### src/rtl/rxDestFilterPkg.sv
package rxDestFilterPkg;

  localparam int ADDR_BYTES = 6;
  localparam int ADDR_W     = 8 * ADDR_BYTES;
  localparam int WORD_W     = 32;
  localparam int HASH_W     = 2 * WORD_W;
  localparam int HASH_IDX_W = $clog2(HASH_W);
  localparam int MODE_REG   = 0;
  localparam int HASH_LO    = 1;
  localparam int HASH_HI    = 2;
  localparam int ENTRY_BASE = 4;
  localparam logic [WORD_W-1:0] CRC_POLY_REFL = 32'hEDB88320;

  typedef struct packed {
    logic bcastDisable;
    logic hashMcast;
    logic passAllMcast;
    logic recvAll;
    logic promisc;
  } modeCfg_t;

  typedef struct packed {
    logic takeByte;
    logic firstByte;
    logic lastByte;
  } byteStrobe_t;

  function automatic logic [WORD_W-1:0] crcStep(input logic [WORD_W-1:0] seed,
                                                input logic [7:0] data);
    logic [WORD_W-1:0] c;
    c = seed ^ {{(WORD_W-8){1'b0}}, data};
    for (int b = 0; b < 8; b++) begin
      c = c[0] ? ((c >> 1) ^ CRC_POLY_REFL) : (c >> 1);
    end
    return c;
  endfunction

endpackage

### src/rtl/rxDestFilterRegs.sv
module rxDestFilterRegs
  import rxDestFilterPkg::*;
#(
  parameter int NUM_ENTRIES = 17,
  parameter int REG_AW      = 6
) (
  input  logic                                  clk,
  input  logic                                  rstN,
  input  logic                                  regWrEn,
  input  logic [REG_AW-1:0]                     regAddr,
  input  logic [WORD_W-1:0]                     regWrData,
  output modeCfg_t                              modeCfg,
  output logic [HASH_W-1:0]                     hashTbl,
  output logic [NUM_ENTRIES-1:0][ADDR_W-1:0]    entryAddr,
  output logic [NUM_ENTRIES-1:0]                entryEn
);

  localparam int HI_PART_W = ADDR_W - WORD_W;

  always_ff @(posedge clk) begin
    if (!rstN) begin
      modeCfg <= '0;
      hashTbl <= '0;
    end else if (regWrEn) begin
      if (regAddr == REG_AW'(MODE_REG)) modeCfg <= regWrData[$bits(modeCfg_t)-1:0];
      if (regAddr == REG_AW'(HASH_LO))  hashTbl[WORD_W-1:0] <= regWrData;
      if (regAddr == REG_AW'(HASH_HI))  hashTbl[HASH_W-1:WORD_W] <= regWrData;
    end
  end

  for (genvar i = 0; i < NUM_ENTRIES; i++) begin : gEntry
    localparam int LO_IDX = ENTRY_BASE + 2 * i;
    localparam int HI_IDX = LO_IDX + 1;
    always_ff @(posedge clk) begin
      if (!rstN) begin
        entryAddr[i] <= '0;
        entryEn[i]   <= 1'b0;
      end else if (regWrEn) begin
        if (regAddr == REG_AW'(LO_IDX)) entryAddr[i][WORD_W-1:0] <= regWrData;
        if (regAddr == REG_AW'(HI_IDX)) begin
          entryAddr[i][ADDR_W-1:WORD_W] <= regWrData[HI_PART_W-1:0];
          entryEn[i]                    <= regWrData[WORD_W-1];
        end
      end
    end
  end

endmodule

### src/rtl/rxDestFilterCtrl.sv
module rxDestFilterCtrl
  import rxDestFilterPkg::*;
(
  input  logic        clk,
  input  logic        rstN,
  input  logic        byteValid,
  input  logic        byteSof,
  output byteStrobe_t strobe,
  output logic        resultValid
);

  localparam int CNT_W = $clog2(ADDR_BYTES + 1);
  localparam logic [CNT_W-1:0] LAST_CNT = CNT_W'(ADDR_BYTES - 1);

  logic [CNT_W-1:0] byteCnt;
  logic             collecting;

  always_comb begin
    strobe.firstByte = byteValid && byteSof;
    strobe.takeByte  = byteValid && (byteSof || collecting);
    strobe.lastByte  = byteValid && !byteSof && collecting && (byteCnt == LAST_CNT);
  end

  always_ff @(posedge clk) begin
    if (!rstN) begin
      byteCnt     <= '0;
      collecting  <= 1'b0;
      resultValid <= 1'b0;
    end else if (strobe.firstByte) begin
      byteCnt     <= CNT_W'(1);
      collecting  <= 1'b1;
      resultValid <= 1'b0;
    end else if (strobe.takeByte) begin
      byteCnt <= byteCnt + CNT_W'(1);
      if (strobe.lastByte) begin
        collecting  <= 1'b0;
        resultValid <= 1'b1;
      end
    end
  end

endmodule

### src/rtl/rxDestFilterDatapath.sv
module rxDestFilterDatapath
  import rxDestFilterPkg::*;
#(
  parameter int NUM_ENTRIES = 17
) (
  input  logic                               clk,
  input  logic                               rstN,
  input  byteStrobe_t                        strobe,
  input  logic [7:0]                         byteData,
  input  modeCfg_t                           modeCfg,
  input  logic [HASH_W-1:0]                  hashTbl,
  input  logic [NUM_ENTRIES-1:0][ADDR_W-1:0] entryAddr,
  input  logic [NUM_ENTRIES-1:0]             entryEn,
  output logic                               frameAccept,
  output logic                               daFilterFail
);

  logic [ADDR_W-9:0]       prevBytes;
  logic [WORD_W-1:0]       crcReg;
  logic [ADDR_W-1:0]       nextAddr;
  logic [WORD_W-1:0]       nextCrc;
  logic [HASH_IDX_W-1:0]   hashIdx;
  logic [WORD_W-1:0]       hashWord;
  logic                    hashHit;
  logic [NUM_ENTRIES-1:0]  matchVec;
  logic                    isBcast;
  logic                    isGroup;
  logic                    filterPass;

  assign nextAddr = {byteData, prevBytes};
  assign nextCrc  = crcStep(strobe.firstByte ? '1 : crcReg, byteData);

  always_comb begin
    for (int k = 0; k < HASH_IDX_W; k++) begin
      hashIdx[HASH_IDX_W-1-k] = ~nextCrc[k];
    end
  end

  assign hashWord = hashIdx[HASH_IDX_W-1] ? hashTbl[HASH_W-1:WORD_W] : hashTbl[WORD_W-1:0];
  assign hashHit  = hashWord[hashIdx[HASH_IDX_W-2:0]];

  for (genvar i = 0; i < NUM_ENTRIES; i++) begin : gMatch
    assign matchVec[i] = entryEn[i] && (entryAddr[i] == nextAddr);
  end

  assign isBcast = &nextAddr;
  assign isGroup = nextAddr[0];

  always_comb begin
    if (isBcast) begin
      filterPass = !modeCfg.bcastDisable;
    end else begin
      filterPass = (|matchVec) ||
                   (isGroup && (modeCfg.passAllMcast || (modeCfg.hashMcast && hashHit)));
    end
  end

  always_ff @(posedge clk) begin
    if (!rstN) begin
      prevBytes <= '0;
      crcReg    <= '1;
    end else if (strobe.takeByte) begin
      prevBytes <= nextAddr[ADDR_W-1:8];
      crcReg    <= nextCrc;
    end
  end

  always_ff @(posedge clk) begin
    if (!rstN || strobe.firstByte) begin
      frameAccept  <= 1'b0;
      daFilterFail <= 1'b0;
    end else if (strobe.lastByte) begin
      frameAccept  <= modeCfg.promisc || modeCfg.recvAll || filterPass;
      daFilterFail <= !modeCfg.promisc && !filterPass;
    end
  end

endmodule

### src/rtl/rxDestFilter.sv
module rxDestFilter
  import rxDestFilterPkg::*;
#(
  parameter  int NUM_EXTRA   = 16,
  localparam int NUM_ENTRIES = NUM_EXTRA + 1,
  localparam int REG_AW      = $clog2(ENTRY_BASE + 2 * NUM_ENTRIES)
) (
  input  logic                clk,
  input  logic                rstN,
  input  logic                regWrEn,
  input  logic [REG_AW-1:0]   regAddr,
  input  logic [WORD_W-1:0]   regWrData,
  input  logic                byteValid,
  input  logic                byteSof,
  input  logic [7:0]          byteData,
  output logic                resultValid,
  output logic                frameAccept,
  output logic                daFilterFail
);

  modeCfg_t                           modeCfg;
  logic [HASH_W-1:0]                  hashTbl;
  logic [NUM_ENTRIES-1:0][ADDR_W-1:0] entryAddr;
  logic [NUM_ENTRIES-1:0]             entryEn;
  byteStrobe_t                        strobe;

  rxDestFilterRegs #(.NUM_ENTRIES(NUM_ENTRIES), .REG_AW(REG_AW)) uRegs (
    .clk(clk), .rstN(rstN), .regWrEn(regWrEn), .regAddr(regAddr), .regWrData(regWrData),
    .modeCfg(modeCfg), .hashTbl(hashTbl), .entryAddr(entryAddr), .entryEn(entryEn)
  );

  rxDestFilterCtrl uCtrl (
    .clk(clk), .rstN(rstN), .byteValid(byteValid), .byteSof(byteSof),
    .strobe(strobe), .resultValid(resultValid)
  );

  rxDestFilterDatapath #(.NUM_ENTRIES(NUM_ENTRIES)) uData (
    .clk(clk), .rstN(rstN), .strobe(strobe), .byteData(byteData), .modeCfg(modeCfg),
    .hashTbl(hashTbl), .entryAddr(entryAddr), .entryEn(entryEn),
    .frameAccept(frameAccept), .daFilterFail(daFilterFail)
  );

endmodule

### config.mk
export PLATFORM = sky130hd
export DESIGN_NAME = rxDestFilter
export DESIGN_NICKNAME = d
export VERILOG_FILES = /design/src/rtl/rxDestFilterPkg.sv /design/src/rtl/rxDestFilterRegs.sv /design/src/rtl/rxDestFilterCtrl.sv /design/src/rtl/rxDestFilterDatapath.sv /design/src/rtl/rxDestFilter.sv
export SDC_FILE = /design/constraint.sdc
export NUM_CORES = 2
export LEC_CHECK = 0
export BUFFER_PORTS_ARGS = -buffer_cell sky130_fd_sc_hd__buf_4
export CELL_PAD_IN_SITES_DETAIL_PLACEMENT = 0
export CELL_PAD_IN_SITES_GLOBAL_PLACEMENT = 2
export CORE_MARGIN = 2
export CORE_UTILIZATION = 25
export DETAILED_ROUTE_END_ITERATION = 12
export PLACE_DENSITY_LB_ADDON = 0.1
export SLEW_MARGIN = 5
export SYNTH_ARGS = -nofsm -noshare
export SYNTH_HDL_FRONTEND = slang
export SYNTH_HIERARCHICAL = 1
export SYNTH_SLANG_ARGS = --single-unit
### constraint.sdc
create_clock -name clk -period 2.87 [get_ports clk]
set_input_delay 0.1435 -clock clk [delete_from_list [all_inputs] [get_ports clk]]
set_output_delay 0.1435 -clock clk [all_outputs]
set_load 0.02 [all_outputs]
# Word-level counts from Yosys, hierarchy flattened

Index checks and enable logic that the tools add are counted.

Register bits after elaboration: 981
Input bits: 51
Output and inout bits: 3
Word-level logic and storage cells: 236

Add/sub/neg operators: 1
$lt $le $gt $ge: 1
Equality and inequality tests: 54
Mux-type cells: 18
Bitwise logic cells: 15
Reductions and logical operators: 81

Operators by type and width:

| kind                | number |
|---|---|
| $eq 48x48->1        | 17 |
| $mux 32             | 10 |
| $not 13->14         | 8 |
| $eq 6x5->1 const B  | 16 |
| $reduce_and 2->1    | 39 |
| $eq 6x4->1 const B  | 8 |
| $reduce_and 48->1   | 1 |
| $eq 6x6->1 const B  | 6 |
| $xor 32x8->32       | 1 |
| $logic_and 1x1->1   | 25 |
| $eq 6x3->1 const B  | 4 |
| $reduce_or 17->1    | 1 |
| $mux 1              | 7 |
| $eq 6x1->1 const B  | 1 |
| $eq 6x2->1 const B  | 1 |
| $logic_not 6->1     | 1 |
| $logic_or 1x1->1    | 6 |
| $lt 5x6->1 const B  | 1 |
| $not 1->1           | 6 |
| $bmux 1 s5          | 1 |
| $logic_not 1->1     | 5 |
| $reduce_bool 2->1   | 2 |
| $add 3x1->3 const B | 1 |
| $eq 3x3->1 const B  | 1 |
| $reduce_or 2->1     | 1 |

# Logic depth before layout (Yosys ltp)

Depth after elaboration: 29
Gate-level depth with buffers: 13
Gate-level depth less buffers: 11

# By module

Netlist, hierarchy kept.

By module, submodules not included:

| module               | times used | cells an instance | area each (µm²) | seq. area each (µm²) |
|---|---|---|---|---|
| rxDestFilterRegs     | 1          | 3,063             | 32,135.8        | 18,057.3 |
| rxDestFilterDatapath | 1          | 1,769             | 13,919.6        | 1,481.4 |
| rxDestFilterCtrl     | 1          | 25                | 249.0           | 100.1 |

# Worst setup path before layout

OpenSTA, ideal clock, no wires.

Path kind: flip-flop to flip-flop
Start point: register uData.crcReg[2]
End point: register uData.frameAccept
Setup time: 0.119 ns
Arrival time: 2.835 ns
Required time: 2.751 ns
Slack: -0.083 ns
Stages on the path, launching flop included: 13
Buffers on the path: 2
Clock period less this slack: 2.953 ns
Cell sequence: dfxtp_1 buf_6 xor3_1 or3_1 a211o_1 and2_1 buf_6 mux4_1 mux2_2 o211ai_2 a41oi_1 o32a_1 o221a_1

Longest elaborated chain between the ends: 21
Elaborated cells between the ends (all ways): 24
Classes of those cells: 13 x mux; 6 x bitwise; 5 x reduce/logical

Ends and longest elaborated chain:

| what                                            | RTL line                   | RTL |
|---|---|---|
| from (decl)                                     | rxDestFilterDatapath.sv:19 | `logic [WORD_W-1:0] crcReg;` |
| from (signal assigned)                          | rxDestFilterDatapath.sv:64 | `crcReg <= nextCrc;` |
| $mux 32 *                                       | rxDestFilterDatapath.sv:31 | `assign nextCrc = crcStep(strobe.firstByte ? '1 : crcReg, byteData);` |
| $xor 32x8->32 *                                 | rxDestFilterPkg.sv:31      | `c = seed ^ {{(WORD_W-8){1'b0}}, data};` |
| $mux 32 * (3 in series)                         | rxDestFilterPkg.sv:33      | `c = c[0] ? ((c >> 1) ^ CRC_POLY_REFL) : (c >> 1);` |
| $not 13->14 (no source line)                    | n/a                        |  |
| $mux 32 * (3 in series)                         | rxDestFilterPkg.sv:33      |  |
| $not 13->14 (no source line)                    | n/a                        |  |
| $mux 32 * (2 in series)                         | rxDestFilterPkg.sv:33      |  |
| branches (longest 1 deep; another with $mux 32) | n/a                        |  |
| $bmux 1 s5 *                                    | rxDestFilterDatapath.sv:40 | `assign hashHit = hashWord[hashIdx[HASH_IDX_W-2:0]];` |
| $mux 1 (not written as such) *                  | rxDestFilterDatapath.sv:40 |  |
| $logic_and 1x1->1 *                             | rxDestFilterDatapath.sv:54 | `(isGroup && (modeCfg.passAllMcast \|\| (modeCfg.hashMcast && hashHit)));` |
| $logic_or 1x1->1 *                              | rxDestFilterDatapath.sv:54 |  |
| $logic_and 1x1->1 *                             | rxDestFilterDatapath.sv:54 |  |
| $logic_or 1x1->1 *                              | rxDestFilterDatapath.sv:53 | `filterPass = (\|matchVec) \|\|` |
| $mux 1 *                                        | rxDestFilterDatapath.sv:50 | `if (isBcast) begin` |
| $logic_or 1x1->1 *                              | rxDestFilterDatapath.sv:73 | `frameAccept <= modeCfg.promisc \|\| modeCfg.recvAll \|\| filterPass;` |
| to (signal assigned)                            | rxDestFilterDatapath.sv:73 |  |
| to (decl)                                       | rxDestFilterDatapath.sv:14 | `output logic frameAccept,` |

Mark *: on every way between the ends. The select of a mux whose other input is x is not followed.
A chain may end at the register's enable or synchronous reset.

# Worst setup path after layout

Start point: register uData.prevBytes[14]
End point: register uData.frameAccept

Longest elaborated chain between the ends: 6
Elaborated cells between the ends (all ways): 39
Classes of those cells: 17 x eq/ne; 1 x mux; 21 x reduce/logical

Ends and longest elaborated chain:

| what                   | RTL line                   | RTL |
|---|---|---|
| from (decl)            | rxDestFilterDatapath.sv:18 | `logic [ADDR_W-9:0] prevBytes;` |
| from (signal assigned) | rxDestFilterDatapath.sv:63 | `prevBytes <= nextAddr[ADDR_W-1:8];` |
| $eq 48x48->1           | rxDestFilterDatapath.sv:43 | `assign matchVec[i] = entryEn[i] && (entryAddr[i] == nextAddr);` |
| $logic_and 1x1->1      | rxDestFilterDatapath.sv:43 |  |
| $reduce_or 17->1       | rxDestFilterDatapath.sv:53 |  |
| $logic_or 1x1->1       | rxDestFilterDatapath.sv:53 |  |
| $mux 1 *               | rxDestFilterDatapath.sv:50 |  |
| $logic_or 1x1->1 *     | rxDestFilterDatapath.sv:73 |  |

Mark *: on every way between the ends. The rest lies on a longest branch, timed or not.

==> summary by stage <==
Outcome
The run finished, with violations left. The checks that failed: setup timing.

CTS
The number of buffers inserted during clock tree synthesis is 132. The CTS tree is yes. The CTS clock-pin slew for the worst setup and hold paths is 0.06 ns.

The buffer type at the clock tree root is clkbuf_16. The clock reaches the later pin of the worst-skew pair after 0.79 ns. The clock tree buffer depth is 3. The number of sinks on the clock net is 981. The H-tree generated during clock tree synthesis spans 4 levels.

Die
The initial utilization of the core area, before any placement, comes to 25.24%. The width of the chip is 434.4 um. Measured along the y axis, the die boundary spans 434.4 um. The core region area is 183,500 um2. Pin placement for this block handled 54 I/O pins. In this run the core area contains 157 standard-cell rows. The overall die area is 188,700 um2.

Finish
Leaving out fill and tap cells, the most frequent cells in the layout are nand2_1 (975), mux2i_1 (946), dfxtp_1 (939), buf_4 (445), xor2_1 (423). The library cell used most frequently in the layout, excluding fill and tap cells, is nand2_1. The area added between synthesis and finish is 28.18%. The number of inserted filler cells in the final layout is 19,060. The number of nets at the end of the flow is 5,256. Once layout is complete, the cells apart from fillers number 7,772. Of the cells placed in the final design, the portion with a size suffix greater than 1 is 18.54%. Measured on the finished design, the core utilization comes to 32.35%. Summing all non-filler instances in the final layout gives an area of 59,350 um2.

Timing
The headroom to the max-slew limit is 23.05%. The final critical path takes up 110.2% of the cycle. Static timing analysis puts the maximum clock frequency at 0.3162 GHz. The final critical path time including I/O delays and setup is 3.163 ns.

The tightest hold path in the finished design has a slack of 0.05975 ns. The aggregate negative setup slack is -0.4933 ns. Setup slack on the critical path of the routed design comes to -0.2926 ns.

The measured slew at the worst slew-check pin is 1.154 ns. The number of slew-limit violations in the final report is 0. Setup repair after global routing could not meet its margin everywhere. The final setup violation count is 2. For the final database, setup skew stands at 0.02289 ns.

The count of endpoints failing hold in the final timing report is 0.

Power and ir drop
Combinational logic burns 12.7% of the power. Dividing total power by cell area gives a power density of 593.2 nW/um2. The analysis attributes to net switching a power of 9.657 mW. Of the total power, the share spent switching nets is 27.43%. The total power consumption of the routed design is 35.21 mW.

The worst supply voltage drop on vdd is 0.3508 mV. Internal power comes to 25.55 mW. The sequential cell fraction of total power is 39.4%.

In this run the static leakage power is 27.47 nW. The clock group share of total power is 47.9%.

Critical path
The nature of the critical path endpoint is a flip-flop. The launching instance or port of the critical path is uData/prevBytes[14]. Data arrives at the worst endpoint at 3.82 ns.

By startpoint and endpoint, the worst setup path is classified as reg -> reg. The dominant cell type by count on the critical path is buf_4. The nature of the critical path startpoint is a flip-flop. The signal on the critical path passes through buf_12 > buf_4 > xor2_1 > nor4_2 > nand4_1 > buf_4 > nor4_2 > buf_4 > a31oi_2 > nand4_1 > o32a_1 > o221a_1. Among all stages on the critical path, the largest delay is contributed by nand4_1. The maximum fanout along the worst path is 5. The critical path's largest stage delay is 0.47 ns. The startpoint identified for the worst register-to-register timing path is uData/prevBytes[14]. Data on the critical path is required at its endpoint by 3.53 ns.

Synthesis
The most instantiated flip-flop cell in the synthesis netlist is dfxtp_1. The post-synthesis cell count is 4,857. The fraction of synthesis flops using an asynchronous set or reset pin is 0%.

The number of synthesized flops with an enable pin is 0. Sorting the synthesized cells by area gives the leading types as dfxtp_1 (42%), mux2i_1 (20%), nand2_1 (8.2%). The share of the Yosys chip area taken by registers is 42.41%. The register bit total from synthesis is 981. The number of distinct library cells after synthesis is 69. The top-area cell type share of the netlist area is 42.41%. The total nets after synthesis is 4,910. The cell taking the most area after synthesis is dfxtp_1. The mean instance size in the synthesized netlist is 9.534 um2. The total of warnings raised by yosys is 6. The netlist area before placement is 46,300 um2.

Routing
In the routed layout, each cell is associated on average with a via count of 4.662. The iteration-0 DRC count of the detailed router is 2,547. The wire length per cell is 29.90 um. In the routed design, unresolved DRC markers number 0. The via count of the routed design is 36,240. The aggregate routed wire length is 232,400 um. Before antenna repair, the detailed router went through 8 iterations. In this run the remaining antenna-violating nets after routing total 0.

Global routing
Entering global routing, the biggest net connects 170 pins. The overall fraction of global-route tracks in use is 24.40%. The via count of the first global-routing pass is 36,110.

The first global-routing pass estimated 316,300 um of wire. The residual overflow from global routing is 0. The initial antenna violation count is 16.

Placed design
Before CTS, the worst setup slack after placement is -0.8057 ns. In this run, placement finished with an instance count of 7,494. The number of I/O port buffers is 53. Summing all placed instances gives a cell area of 53,830 um2. The routability-driven placement congestion ratio is 0.8156. The half-perimeter wire length of the detailed placement result is 150,800 um.

Worst hold path
The hold path startpoint is byteData[1]. The worst hold path belongs to the class in -> reg.

Flow run
The max-capacitance violation count is 0.
what timing repair did:
action / in CTS / in global routing
buffers inserted: 8 / 10
pin swaps: 28 / 32
gates resized for setup: 90 / 48
gates cloned: 1 / 0
hold buffers: 22 / 0
endpoints found under the setup margin: 2 / 2
endpoints found under the hold margin: 290 / 0
cell families after synthesis:
group / synth area share, %
XOR/XNOR: 15.90
adder cells (fa/ha/maj): 0.05403
flip-flops: 42.41
AO/OA/AOI/OAI: 2.386
AND/OR/NAND/NOR: 13.91
multiplexers: 21.10
buffers and inverters: 4.231
cell usage after synthesis, drive strengths merged (47+ instances only):
cell type,count
buf,193
clkbuf,214
dfxtp,981
inv,55
mux2i,946
nand2,1017
nand4,126
nor2b,47
nor4,123
o21ai,53
xnor2,410
xor2,423
critical path: cells and delay by family (launching register included):
family / cells / cell delay [ns]
compound gates: 3 / 0.97
buf+inv: 4 / 0.69
simple gates: 4 / 0.68
flops: 1 / 0.41
xor+xnor: 1 / 0.23
layout make-up:
type | count | area, um2 | share of cell area, %
Tap cell | 2464 | 3083 | 5.194
Antenna cell | 5 | 12.51 | 0.02108
Clock inverter | 23 | 259.0 | 0.4364
Multi-Input combinational cell | 3414 | 25500 | 42.96
Inverter | 55 | 206.4 | 0.3478
Sequential cell | 981 | 19730 | 33.25
Clock buffer | 211 | 4086 | 6.885
Timing Repair Buffer | 619 | 6472 | 10.91
final timing paths:
| path | endpoint | slack [ns] | cells past startpoint |
|---|---|---|---|
| min | uData/prevBytes[33] | 0.06 | 5 |
| max | uData/frameAccept | -0.29 | 12 |
| max reg2reg | uData/frameAccept | -0.29 | 12 |
| min reg2reg | uCtrl/resultValid | 0.45 | 2 |
power by group through the flow:
stage	clock network, mW	registers [mW]	logic [mW]
4_1_cts	17.3	13.9	4.46
3_3_place_gp	0	14.2	4.39
5_1_grt	17.8	13.9	4.75
2_1_floorplan	0	14.1	2.19
6_report	16.8	13.9	4.48
3_5_place_dp	0	14.2	4.36
state kept, by name (all words and copies together), names as in the netlist:
signal / count
uCtrl/byteCnt: 3
uCtrl/collecting: 1
uCtrl/resultValid: 1
uData/crcReg: 32
uData/daFilterFail: 1
uData/frameAccept: 1
uData/prevBytes: 40
uRegs/entryAddr: 816
uRegs/entryEn: 17
uRegs/hashTbl: 64
uRegs/modeCfg: 5
layer usage:
| metal | up-vias | global-route usage [%] | share of wire [%] |
|---|---|---|---|
| li1 | 16990 | - | - |
| met1 | 18230 | 34.77 | 48 |
| met2 | 797 | 39.57 | 46 |
| met3 | 219 | 2.645 | 3.6 |
| met5 | - | 0 | 0 |
| met4 | 0 | 5.089 | 2.0 |
Power figures use the tool's default switching activity.
